--- config.mk ---
export PLATFORM = sky130hd
export DESIGN_NAME = dual_mode_timer
export DESIGN_NICKNAME = d
export VERILOG_FILES = /design/src/rtl/tmr_pkg.sv /design/src/rtl/tmr_post_lane.sv /design/src/rtl/tmr_prescale.sv /design/src/rtl/tmr_pwm.sv /design/src/rtl/dual_mode_timer.sv
export SDC_FILE = /design/constraint.sdc
export NUM_CORES = 1
export LEC_CHECK = 0
export BUFFER_PORTS_ARGS = -buffer_cell sky130_fd_sc_hd__buf_2
export CORE_ASPECT_RATIO = 1.25
export CORE_MARGIN = 5
export CORE_UTILIZATION = 64
export CTS_BUF_LIST = sky130_fd_sc_hd__clkbuf_4
export DETAILED_ROUTE_END_ITERATION = 6
export HOLD_SLACK_MARGIN = 0.08
export PLACE_DENSITY = 0.89
export SETUP_SLACK_MARGIN = 0.05
export SYNTH_ARGS = -nofsm -noshare
export SYNTH_HDL_FRONTEND = slang
export SYNTH_SLANG_ARGS = --single-unit
--- constraint.sdc ---
create_clock -name clk -period 4.6 [get_ports clk]
set_input_delay 0.69 -clock clk [delete_from_list [all_inputs] [get_ports clk]]
set_output_delay 0.69 -clock clk [all_outputs]
set_load 0.01 [all_outputs]
--- src/rtl/tmr_pkg.sv ---
package tmr_pkg;
    // register word addresses; posted lanes share their address as index
    localparam int A_CTRL  = 0;
    localparam int A_COUNT = 1;
    localparam int A_LOAD  = 2;
    localparam int A_MATCH = 3;
    localparam int A_TRIG  = 4;
    localparam int A_STAT  = 5;
    localparam int A_IEN   = 6;
    localparam int A_IDIS  = 7;
    localparam int A_WAKE  = 8;
    localparam int A_WPEND = 9;
    localparam int NLANE   = 5;

    // control bit positions
    localparam int B_START = 0;
    localparam int B_AR    = 1;
    localparam int B_RLO   = 2;
    localparam int B_RHI   = 4;
    localparam int B_PRE   = 5;
    localparam int B_CE    = 6;
    localparam int B_DEF   = 7;
    localparam int B_TLO   = 10;
    localparam int B_THI   = 11;
    localparam int B_TOG   = 12;
    localparam int CTRL_W  = 13;

    // status bits
    localparam int S_MATCH = 0;
    localparam int S_OVF   = 1;
    localparam int EV_W    = 2;

    typedef enum logic [1:0] {PS_IDLE, PS_WAIT, PS_COMMIT} post_st_t;
    typedef enum logic {RUN_OFF, RUN_ON} run_st_t;
    typedef enum logic {PW_REST, PW_PULSE} pulse_st_t;
    typedef enum logic [1:0] {TS_NONE = 2'b00, TS_OVF = 2'b01,
                              TS_BOTH = 2'b10, TS_RSVD = 2'b11} tsel_t;
endpackage

--- src/rtl/tmr_post_lane.sv ---
module tmr_post_lane
    import tmr_pkg::*;
#(
    parameter int DW = 32
) (
    input  logic          clk,
    input  logic          rst_n,
    input  logic          wr_req,
    input  logic [DW-1:0] wr_data,
    output logic          pending,
    output logic          commit,
    output logic [DW-1:0] hold
);
    post_st_t st_q, st_d;

    always_ff @(posedge clk or negedge rst_n) begin
        if (!rst_n) st_q <= PS_IDLE;
        else        st_q <= st_d;
    end

    always_comb begin
        st_d = st_q;
        unique case (st_q)
            PS_IDLE:   if (wr_req) st_d = PS_WAIT;
            PS_WAIT:   st_d = PS_COMMIT;
            PS_COMMIT: st_d = PS_IDLE;
            default:   st_d = PS_IDLE;
        endcase
    end

    always_ff @(posedge clk or negedge rst_n) begin
        if (!rst_n)                        hold <= '0;
        else if (st_q == PS_IDLE && wr_req) hold <= wr_data;
    end

    always_comb begin
        pending = (st_q != PS_IDLE);
        commit  = (st_q == PS_COMMIT);
    end
endmodule

--- src/rtl/tmr_prescale.sv ---
module tmr_prescale #(
    parameter int RW = 3
) (
    input  logic          clk,
    input  logic          rst_n,
    input  logic          run,
    input  logic          pre_en,
    input  logic [RW-1:0] ratio,
    output logic          tick
);
    localparam int PW = 1 << RW;

    logic [PW-1:0] pcnt;
    logic [PW-1:0] div_m1;
    logic [PW:0]   span;

    always_comb begin
        span   = (PW+1)'(1) << (32'(ratio) + 1);
        div_m1 = pre_en ? PW'(span - 1'b1) : '0;
        tick   = run && (pcnt >= div_m1);
    end

    always_ff @(posedge clk or negedge rst_n) begin
        if (!rst_n)          pcnt <= '0;
        else if (!run || tick) pcnt <= '0;
        else                 pcnt <= pcnt + 1'b1;
    end
endmodule

--- src/rtl/tmr_pwm.sv ---
module tmr_pwm
    import tmr_pkg::*;
(
    input  logic       clk,
    input  logic       rst_n,
    input  logic       run,
    input  logic       tick,
    input  logic       ovf_ev,
    input  logic       mt_ev,
    input  logic [1:0] tsel,
    input  logic       def_lvl,
    input  logic       tog_mode,
    output logic       pin
);
    tsel_t     ts;
    logic      ev;
    logic      armed;
    pulse_st_t pst_q, pst_d;
    logic      tog_q;

    always_comb begin
        ts = tsel_t'(tsel);
        unique case (ts)
            TS_OVF:  begin ev = ovf_ev;          armed = 1'b1; end
            TS_BOTH: begin ev = ovf_ev | mt_ev;  armed = 1'b1; end
            default: begin ev = 1'b0;            armed = 1'b0; end
        endcase
    end

    always_ff @(posedge clk or negedge rst_n) begin
        if (!rst_n) pst_q <= PW_REST;
        else        pst_q <= pst_d;
    end

    always_comb begin
        pst_d = pst_q;
        unique case (pst_q)
            PW_REST:  if (run && tick && ev) pst_d = PW_PULSE;
            PW_PULSE: begin
                if (!run)             pst_d = PW_REST;
                else if (tick && !ev) pst_d = PW_REST;
            end
            default:  pst_d = PW_REST;
        endcase
    end

    always_ff @(posedge clk or negedge rst_n) begin
        if (!rst_n)      tog_q <= 1'b0;
        else if (!armed) tog_q <= 1'b0;
        else if (ev)     tog_q <= ~tog_q;
    end

    always_comb begin
        pin = def_lvl ^ (tog_mode ? tog_q : (pst_q == PW_PULSE));
    end
endmodule

--- src/rtl/dual_mode_timer.sv ---
module dual_mode_timer
    import tmr_pkg::*;
#(
    parameter int DW = 32,
    parameter int AW = 4,
    parameter int RW = 3
) (
    input  logic          clk,
    input  logic          rst_n,
    input  logic          bus_wr,
    input  logic [AW-1:0] bus_addr,
    input  logic [DW-1:0] bus_wdata,
    output logic [DW-1:0] bus_rdata,
    output logic          irq_out,
    output logic          wake_out,
    output logic          pwm_out
);
    logic [NLANE-1:0] wr_req;
    logic [NLANE-1:0] pend;
    logic [NLANE-1:0] cmt;
    logic [DW-1:0]    hold [NLANE];

    for (genvar i = 0; i < NLANE; i++) begin : g_lane
        assign wr_req[i] = bus_wr && (int'(bus_addr) == i);
        tmr_post_lane #(.DW(DW)) u_lane (
            .clk     (clk),
            .rst_n   (rst_n),
            .wr_req  (wr_req[i]),
            .wr_data (bus_wdata),
            .pending (pend[i]),
            .commit  (cmt[i]),
            .hold    (hold[i])
        );
    end

    logic unused_ok;
    assign unused_ok = ^{hold[A_CTRL][DW-1:CTRL_W], hold[A_TRIG]};

    logic [CTRL_W-1:1] ctrl_q;
    logic [DW-1:0]     cnt_q, load_q, match_q;
    logic [EV_W-1:0]   stat_q, ien_q, wake_q;
    run_st_t           run_q, run_d;
    logic              tick;
    logic              cnt_max;
    logic [DW-1:0]     cnt_inc;
    logic              ovf_ev, mt_ev;
    logic [EV_W-1:0]   w1c;

    tmr_prescale #(.RW(RW)) u_pre (
        .clk    (clk),
        .rst_n  (rst_n),
        .run    (run_q == RUN_ON),
        .pre_en (ctrl_q[B_PRE]),
        .ratio  (ctrl_q[B_RHI:B_RLO]),
        .tick   (tick)
    );

    always_comb begin
        cnt_max = &cnt_q;
        cnt_inc = cnt_max ? (ctrl_q[B_AR] ? load_q : '0) : cnt_q + 1'b1;
        ovf_ev  = tick && cnt_max;
        mt_ev   = tick && ctrl_q[B_CE] && (cnt_inc == match_q);
        w1c     = (bus_wr && int'(bus_addr) == A_STAT) ? bus_wdata[EV_W-1:0] : '0;
    end

    // run state machine
    always_ff @(posedge clk or negedge rst_n) begin
        if (!rst_n) run_q <= RUN_OFF;
        else        run_q <= run_d;
    end

    always_comb begin
        run_d = run_q;
        unique case (run_q)
            RUN_OFF: if (cmt[A_CTRL] && hold[A_CTRL][B_START]) run_d = RUN_ON;
            RUN_ON: begin
                if (cmt[A_CTRL]) begin
                    if (!hold[A_CTRL][B_START]) run_d = RUN_OFF;
                end else if (ovf_ev && !ctrl_q[B_AR]) begin
                    run_d = RUN_OFF;
                end
            end
            default: run_d = RUN_OFF;
        endcase
    end

    // datapath registers
    always_ff @(posedge clk or negedge rst_n) begin
        if (!rst_n) begin
            ctrl_q  <= '0;
            cnt_q   <= '0;
            load_q  <= '0;
            match_q <= '0;
            stat_q  <= '0;
            ien_q   <= '0;
            wake_q  <= '0;
        end else begin
            if (cmt[A_CTRL])  ctrl_q  <= hold[A_CTRL][CTRL_W-1:1];
            if (cmt[A_LOAD])  load_q  <= hold[A_LOAD];
            if (cmt[A_MATCH]) match_q <= hold[A_MATCH];

            if (cmt[A_TRIG])       cnt_q <= load_q;
            else if (cmt[A_COUNT]) cnt_q <= hold[A_COUNT];
            else if (tick)         cnt_q <= cnt_inc;

            stat_q <= (stat_q & ~w1c) | {ovf_ev, mt_ev};

            if (bus_wr && int'(bus_addr) == A_IEN)       ien_q <= bus_wdata[EV_W-1:0];
            else if (bus_wr && int'(bus_addr) == A_IDIS) ien_q <= ien_q & ~bus_wdata[EV_W-1:0];

            if (bus_wr && int'(bus_addr) == A_WAKE) wake_q <= bus_wdata[EV_W-1:0];
        end
    end

    tmr_pwm u_pwm (
        .clk      (clk),
        .rst_n    (rst_n),
        .run      (run_q == RUN_ON),
        .tick     (tick),
        .ovf_ev   (ovf_ev),
        .mt_ev    (mt_ev),
        .tsel     (ctrl_q[B_THI:B_TLO]),
        .def_lvl  (ctrl_q[B_DEF]),
        .tog_mode (ctrl_q[B_TOG]),
        .pin      (pwm_out)
    );

    // outputs
    always_comb begin
        irq_out  = |(stat_q & ien_q);
        wake_out = |(stat_q & wake_q);
        bus_rdata = '0;
        case (int'(bus_addr))
            A_CTRL:  bus_rdata = DW'({ctrl_q, run_q == RUN_ON});
            A_COUNT: bus_rdata = cnt_q;
            A_LOAD:  bus_rdata = load_q;
            A_MATCH: bus_rdata = match_q;
            A_STAT:  bus_rdata = DW'(stat_q);
            A_IEN:   bus_rdata = DW'(ien_q);
            A_WAKE:  bus_rdata = DW'(wake_q);
            A_WPEND: bus_rdata = DW'(pend);
            default: bus_rdata = '0;
        endcase
    end
endmodule

==> results of run 1 <==
[path summary, 6_finish.rpt]
| path | slack, ns | from | to | depth (start not counted) |
|---|---|---|---|---|
| worst min register to register | 0.45 | g_lane[0].u_lane.st_q[1]$_DFFE_PN0P_ | g_lane[0].u_lane.st_q[1]$_DFFE_PN0P_ | 1 |
| worst max-delay path | 0.82 | cnt_q[0]$_DFFE_PN0P_ | u_pwm.pst_q$_DFF_PN0_ | 11 |
| min in group clk | 0.23 | bus_wdata[24] | g_lane[2].u_lane.hold[24]$_DFFE_PN0P_ | 3 |
| worst max register to register | 0.82 | cnt_q[0]$_DFFE_PN0P_ | u_pwm.pst_q$_DFF_PN0_ | 11 |
| worst min-delay path | 0.12 | rst_n | g_lane[2].u_lane.hold[10]$_DFFE_PN0P_ | 1 |
| max in group asynchronous | 3.30 | rst_n | cnt_q[31]$_DFFE_PN0P_ | 2 |
[power by group]
group	total, uW	internal (uW)	switching [uW]
combinational	1760	795	965
clock	1710	838	874
sequential	3250	2630	620
total	6720	4260	2460
[sequential cells by signal, indices dropped and copies added (netlist names)]
| name | cells |
|---|---|
| g_lane.u_lane.st_q | 10 |
| match_q | 32 |
| ctrl_q | 12 |
| load_q | 32 |
| wake_q | 2 |
| stat_q | 2 |
| g_lane.u_lane.hold | 109 |
| u_pre.pcnt | 8 |
| run_q | 1 |
| u_pwm.pst_q | 1 |
| ien_q | 2 |
| cnt_q | 32 |
| u_pwm.tog_q | 1 |
[cells in the final DEF (no fill, tap or decap), types with 7 or more instances in the layout]
master,n
buf_4,32
nor3_1,26
mux4_2,8
ha_1,12
nor2_1,133
or4_1,8
and3_1,13
dfrtp_1,244
clkinv_1,16
clkbuf_4,84
and2_1,14
xnor2_1,22
nand2_1,406
a211oi_1,16
a21oi_1,81
mux2_2,74
inv_1,23
nor4_1,11
buf_2,72
nor2b_1,10
o211ai_1,11
nand3_1,40
a21o_1,7
a31oi_1,8
o21ai_0,38
nand4_1,23
mux2i_1,29
xor2_1,22
[routing by layer]
metal	part of all wire	vias to the layer above
met5	0	-
met4	0.047	0
met3	0.074	167
met2	0.50	600
met1	0.38	5763
li1	-	5252
[kinds of logic after synthesis]
| logic type | after synthesis |
|---|---|
| multiplexers | 112 |
| XOR/XNOR | 45 |
| adder cells (fa/ha/maj) | 12 |
| buffers and inverters | 112 |
| AO/OA/AOI/OAI | 220 |
| flip-flops | 244 |
| AND/OR/NAND/NOR | 729 |
[critical path, delay by kind of cell, from the launching register on]
kind                     cells  cell delay, ns
flip-flops                   1            0.45
buffers and inverters        1            0.23
multiplexers                 1            0.37
adder cells (fa/ha/maj)      1            0.25
AND/OR/NAND/NOR              5            1.74
AO/OA/AOI/OAI                3            0.63
[through the flow]
stage                     instances   util  total power [uW]  instance area [um^2]
after floorplan                1474      -              4330                 13100
after global placement         1762  0.682              4900                 13700
after detailed placement       1762  0.682              4990                 13700
after CTS                      1866  0.718              6700                 14400
after global routing           1868  0.718              7100                 14400
final                          1868  0.718              6720                 14400
[cell usage after synthesis (all sizes together) (8+ instances only)]
| master | n | area [um^2] |
|---|---|---|
| clkbuf | 66 | 249 |
| mux4 | 9 | 206 |
| o211ai | 11 | 82.6 |
| a211oi | 16 | 120 |
| a21o | 8 | 61.3 |
| mux2i | 29 | 290 |
| xnor2 | 22 | 193 |
| nor4 | 13 | 111 |
| nand2 | 406 | 1520 |
| xor2 | 22 | 193 |
| nor3 | 26 | 130 |
| or4 | 12 | 103 |
| ha | 12 | 150 |
| nor2 | 133 | 499 |
| o21ai | 41 | 205 |
| and2 | 16 | 100 |
| a21oi | 81 | 405 |
| dfrtp | 244 | 6110 |
| nand4 | 24 | 165 |
| inv | 23 | 86.3 |
| nand3 | 40 | 200 |
| nor2b | 13 | 81.3 |
| and3 | 13 | 81.3 |
| mux2 | 74 | 833 |
| buf | 23 | 96.3 |
| a31oi | 8 | 50.1 |
[final cells by class]
class	instances	area share
repair buffers	107	0.0454
multi-input cells	1118	0.453
diodes	2	0.000347
clock buffers	84	0.0437
well taps	270	0.0234
inverters	23	0.00598
flip-flops and latches	244	0.423
clock inverters	20	0.00555
==> parameters.txt, run 1 <==
Parameter                              Value

Synth
  Share of flip-flops with an asynchronous set or reset after synthesis ... 1.00
  YS warnings ... 0
  Fraction of synthesized cell area in xor and xnor cells ... 0.0312
  Mux cell area share after synthesis ... 0.102
  Avg Synthesized Cell Area ... 8.86 um^2
  Area fraction in compound gates after synthesis ... 0.107
  Synthesized netlist cell count ... 1474
  Synthesized net count ... 1525
  Post-synthesis simple-gate area fraction ... 0.248
  Number of library cell types mapped by synthesis ... 71
  Top flip-flop cell by instance count after synthesis ... dfrtp_1
  Fraction of the mapped netlist area in adder cells ... 0.0115
  Number of flip-flops and latches in the synthesized netlist ... 244
  Post-synth EDFFs ... 0
  Area of the mapped netlist ... 0.0131 mm^2
  Fraction of the yosys area taken by sequential cells ... 0.468
  Main combinational cell family by area after synthesis ... simple AND/OR/NAND/NOR gates

Worst setup path
  Worst Path Max Fanout ... 16
  Crit path capture type ... flip-flop
  Kind of start point of the critical path ... flip-flop
  Critical-path cell with the highest stage delay ... nor4_1
  Crit path kind ... flip-flop to flip-flop
  Series of cell instances along the critical path ... ha_1 -> nand3_1 -> nor4_1 -> and3_1 -> buf_4 -> mux2_2 -> a2111o_1 -> or4_4 -> nor4_4 -> o211ai_1 -> o21ai_1
  Highest cell delay on the worst timing path ... 0.53 ns
  Crit path required time ... 5.20 ns
  CP arrival ... 4.38 ns

Power
  Peak supply drop ... 327 uV
  Power per Cell Area ... 465 mW/mm^2
  Leak Pwr ... 0.00696 uW

Final layout
  # fillers ... 1481
  Fin nets ... 1604
  Fraction of final layout cells sized beyond drive strength 1 ... 0.185
  Area of the multi-input gates ... 0.00653 mm^2
  Area grow syn2layout ... 10.6%
  Combined flip-flop and latch cell area ... 0.00611 mm^2

STA
  Period utilisation layout ... 0.822
  Slew Limit Fails ... 0
  Post-layout minimum cycle time ... 3.78 ns
  Number of endpoints failing setup at the final stage ... 0
  Final hold violation count ... 0
  Setup TNS ... 0 ns
  Final worst slack ... 0.819 ns
  Final-layout worst hold slack ... 0.122 ns
  Fmax ... 264 MHz
  Unrepaired setup endpoints after global routing ... no
  Worst slew margin relative to its limit ... 0.196
  Worst Clk Skew ... 0.0309 ns
  Worst Tran Pin Value ... 1.20 ns

CTS
  Clock-pin slew on the worst setup and hold paths ... 0.07 ns
  CTS root buffer ... clkbuf_4
  Number of clock buffers inserted by TritonCTS ... 59
  Post-cts hold buffer count ... 0
  Bufs on Longest Clock Path ... 3
  Number of cells upsized or downsized after cts ... 0
  Total setup buffers inserted after CTS ... 0
  Skew-Pair Late Insertion Delay ... 0.69 ns
  CTS tree ... done
  Clock Sink Count ... 244
  Number of H-tree levels ... 2

Die
  Overall die area ... 0.0234 mm^2
  Die width ... 138 um
  Vertical die dimension ... 170 um
  # rows ... 58
  Initial standard-cell utilization of the core ... 0.649
  Boundary pin count ... 74
  Placeable core region ... 0.0201 mm^2

Global route
  Overflow after GRT ... 0
  Met3 routing resource usage after global routing ... 0.0590
  Wire length of the first global-routing pass ... 63900 um
  Antenna violations before repair ... 1
  Peak-usage layer in the global routing report ... met2
  Global-route met2 utilization ... 0.585
  Vias in the first global route ... 12100
  Met1 global-route usage ... 0.441
  Total Routing Usage GR ... 0.349
  Maximum number of pins on one net before global-route repair ... 126

Placed design
  Post-Place Setup Slack ... 0.859 ns
  Port Buf Inserts ... 73
  Routability Congestion ... 1.01
  Final HPWL DP ... 27500 um

Detailed routing
  Routed Wire Length ... 39500 um
  Detailed-router iteration count before antenna repair ... 6
  Iteration-0 DRC count of the detailed router ... 1037
  DR DRC count ... 0
  Remaining number of nets flagged by the antenna check after routing ... 0
  Vias per cell ... 6.31
  Per-cell routed wire length ... 21.1 um
  DR vias ... 11800

Min path
  Hold Path Class ... input port to asynchronous set/reset pin

Job
  Max-cap viol count ... 0

Status
  Run status ... finished, final reports clean
(Power assumes the default switching activity.)
==> run 2: changes to the inputs <==
==> constraint.sdc (replaced) <==
create_clock -name clk -period 3.85 [get_ports clk]
set_input_delay 0.5775 -clock clk [delete_from_list [all_inputs] [get_ports clk]]
set_output_delay 0.5775 -clock clk [all_outputs]
set_load 0.01 [all_outputs]
==> run 2 against run 1 <==
First-iteration DRC count up 10%; critical path depth fell by 1; global-route usage up 0.47 points; design area grew 1.5%; die area did not move; register-to-register slack worse by 0.55 ns; setup slack worse by 0.55 ns; critical endpoint unchanged; sequential power grew 19%; utilization rose by 1.1 points; maximum frequency grew 5.5%; largest cell class unchanged; combinational power is 26% higher; highest routed layer unchanged; wire length up 1.8%.
==> parameters.txt, run 2 (synthesized netlist as in run 1, its figures left out) <==
Parameter                              Value

Job
  Max-cap viol count ... 0 (unchanged)

Global route
  Antenna violations before repair ... 1 (unchanged)
  Total Routing Usage GR ... 0.353 (was 0.349)
  Met1 global-route usage ... 0.438 (was 0.441)
  Peak-usage layer in the global routing report ... met2 (unchanged)
  Met3 routing resource usage after global routing ... 0.0703 (was 0.0590)
  Overflow after GRT ... 0 (unchanged)
  Vias in the first global route ... 12200 (was 12100)
  Maximum number of pins on one net before global-route repair ... 100 (was 126)
  Wire length of the first global-routing pass ... 64500 um (was 63900 um)
  Global-route met2 utilization ... 0.585 (about the same)

Status
  Run status ... finished, final reports clean (unchanged)

STA
  Final-layout worst hold slack ... 0.122 ns (about the same)
  Fmax ... 279 MHz (was 264 MHz)
  Worst Tran Pin Value ... 1.22 ns (was 1.20 ns)
  Period utilisation layout ... 0.931 (was 0.822)
  Unrepaired setup endpoints after global routing ... no (unchanged)
  Post-layout minimum cycle time ... 3.58 ns (was 3.78 ns)
  Slew Limit Fails ... 0 (unchanged)
  Worst Clk Skew ... 0.0420 ns (was 0.0309 ns)
  Setup TNS ... 0 ns (unchanged)
  Final hold violation count ... 0 (unchanged)
  Worst slew margin relative to its limit ... 0.188 (was 0.196)
  Number of endpoints failing setup at the final stage ... 0 (unchanged)

Final layout
  # fillers ... 1463 (was 1481)
  Fraction of final layout cells sized beyond drive strength 1 ... 0.201 (was 0.185)
  Number of flip-flops in the largest register ... 109 (unchanged)
  Area grow syn2layout ... 12.3% (was 10.6%)
  Register name with the most flops ... g_lane.u_lane.hold (unchanged)
  Fin nets ... 1622 (was 1604)
  Commonest cells after routing, fill and taps aside ... nand2_1 (406), dfrtp_1 (239), nor2_1 (133) (was nand2_1 (406), dfrtp_1 (244), nor2_1 (133))
  Leading cell type in the layout, fill and taps excluded ... nand2_1 (unchanged)

CTS
  Total setup buffers inserted after CTS ... 0 (unchanged)
  Number of H-tree levels ... 2 (unchanged)
  Clock-pin slew on the worst setup and hold paths ... 0.07 ns (about the same)
  Clock Sink Count ... 244 (unchanged)
  Number of clock buffers inserted by TritonCTS ... 57 (was 59)
  Skew-Pair Late Insertion Delay ... 0.70 ns (was 0.69 ns)
  CTS root buffer ... clkbuf_4 (unchanged)
  Bufs on Longest Clock Path ... 3 (unchanged)
  CTS tree ... done (unchanged)

Worst setup path
  Crit path required time ... 4.46 ns (was 5.20 ns)
  Kind of start point of the critical path ... flip-flop (unchanged)
  Highest cell delay on the worst timing path ... 0.79 ns (was 0.53 ns)
  Setup slack of the worst register-to-register path ... 0.27 ns (was 0.82 ns)
  Worst Path Max Fanout ... 8 (was 16)
  Crit path capture type ... flip-flop (unchanged)
  CP arrival ... 4.19 ns (was 4.38 ns)
  Crit path max-delay family ... simple AND/OR/NAND/NOR gates (unchanged)
  Critical path buffer and inverter count ... 0 (was 1)
  Series of cell instances along the critical path ... nand4_4 -> or4_2 -> nor2_1 -> xnor2_1 -> mux2_2 -> a2111o_1 -> or4_4 -> nor4_4 -> o211ai_1 -> o21ai_1 (was ha_1 -> nand3_1 -> nor4_1 -> and3_1 -> buf_4 -> mux2_2 -> a2111o_1 -> or4_4 -> nor4_4 -> o211ai_1 -> o21ai_1)
  Critical-path cell with the highest stage delay ... or4_2 (was nor4_1)
  Crit path kind ... flip-flop to flip-flop (unchanged)

Power
  Peak supply drop ... 358 uV (was 327 uV)
  Leak Pwr ... 0.00705 uW (was 0.00696 uW)
  Power per Cell Area ... 556 mW/mm^2 (was 465 mW/mm^2)

Die
  Die width ... 138 um (unchanged)
  Overall die area ... 0.0234 mm^2 (unchanged)
  Initial standard-cell utilization of the core ... 0.649 (unchanged)
  Boundary pin count ... 74 (unchanged)
  # rows ... 58 (unchanged)
  Vertical die dimension ... 170 um (unchanged)
  Placeable core region ... 0.0201 mm^2 (unchanged)

Detailed routing
  Iteration-0 DRC count of the detailed router ... 1145 (was 1037)
  Remaining number of nets flagged by the antenna check after routing ... 0 (unchanged)
  DR vias ... 12000 (was 11800)
  DR DRC count ... 0 (unchanged)
  Detailed-router iteration count before antenna repair ... 5 (was 6)
  Vias per cell ... 6.38 (was 6.31)
  Routed Wire Length ... 40200 um (was 39500 um)
  Per-cell routed wire length ... 21.4 um (was 21.1 um)

Placed design
  Routability Congestion ... 1.05 (was 1.01)
  Final HPWL DP ... 28500 um (was 27500 um)
  Port Buf Inserts ... 73 (unchanged)

Min path
  Hold Path Class ... input port to flip-flop (was input port to asynchronous set/reset pin)
run 2: metrics by stage:
stage               utilization  cells  setup WS (ns)  power [uW]  cell area (um^2)
global placement          0.690   1780          0.259        5890             13900
finish                    0.729   1880          0.267        8140             14700
global route              0.729   1880         0.0698        8590             14700
detailed placement        0.690   1780          0.127        6010             13900
floorplan                     -   1474          0.440        5180             13100
CTS                       0.726   1878          0.109        8070             14600
run 2: power by group:
| part | switching, uW | internal [uW] | total, uW |
|---|---|---|---|
| registers | 724 | 3140 | 3870 |
| logic | 1220 | 998 | 2220 |
| clock network | 1020 | 1040 | 2060 |
run 2: repair_timing:
action / CTS / global route
endpoints found under the setup margin: 0 / 3
hold buffers: 2 / 0
endpoints found under the hold margin: 96 / 0
gates resized for setup: 0 / 14
run 2: routing by layer:
metal  routed length (um)  part of all wire
met4                 2110             0.052
met2                19900              0.50
met5                    0                 0
met3                 3200             0.080
met1                15000              0.37
run 2: worst register-to-register path, stage by stage (launching register included):
cell      delay [ns]
dfrtp_2         0.45
nand4_4         0.18
or4_2           0.79
nor2_1          0.18
xnor2_1         0.10
mux2_2          0.28
a2111o_1        0.42
or4_4           0.53
nor4_4          0.32
o211ai_1        0.14
o21ai_1         0.11
run 2: final cells by class:
cell class	instances	area [um^2]	share of cell area
antenna	2	5.00	0.000341
clock buffer	82	616	0.0420
clock inverter	14	82.6	0.00563
inverter	23	86.3	0.00589
multi-input combinational	1118	6590	0.450
sequential	244	6110	0.417
tap	270	338	0.0230
timing repair buffer	127	823	0.0562
run 2: path summary, 6_finish.rpt:
check / end / startpoint / depth (start not counted)
worst max-delay path: u_pwm.pst_q$_DFF_PN0_ / cnt_q[12]$_DFFE_PN0P_ / 10
worst min-delay path: g_lane[2].u_lane.hold[17]$_DFFE_PN0P_ / bus_wdata[17] / 3
min in group asynchronous: load_q[10]$_DFFE_PN0N_ / rst_n / 2
worst min register to register: g_lane[2].u_lane.st_q[1]$_DFFE_PN0P_ / g_lane[2].u_lane.st_q[1]$_DFFE_PN0P_ / 1
worst max register to register: u_pwm.pst_q$_DFF_PN0_ / cnt_q[12]$_DFFE_PN0P_ / 10
max in group asynchronous: g_lane[1].u_lane.hold[20]$_DFFE_PN0P_ / rst_n / 3
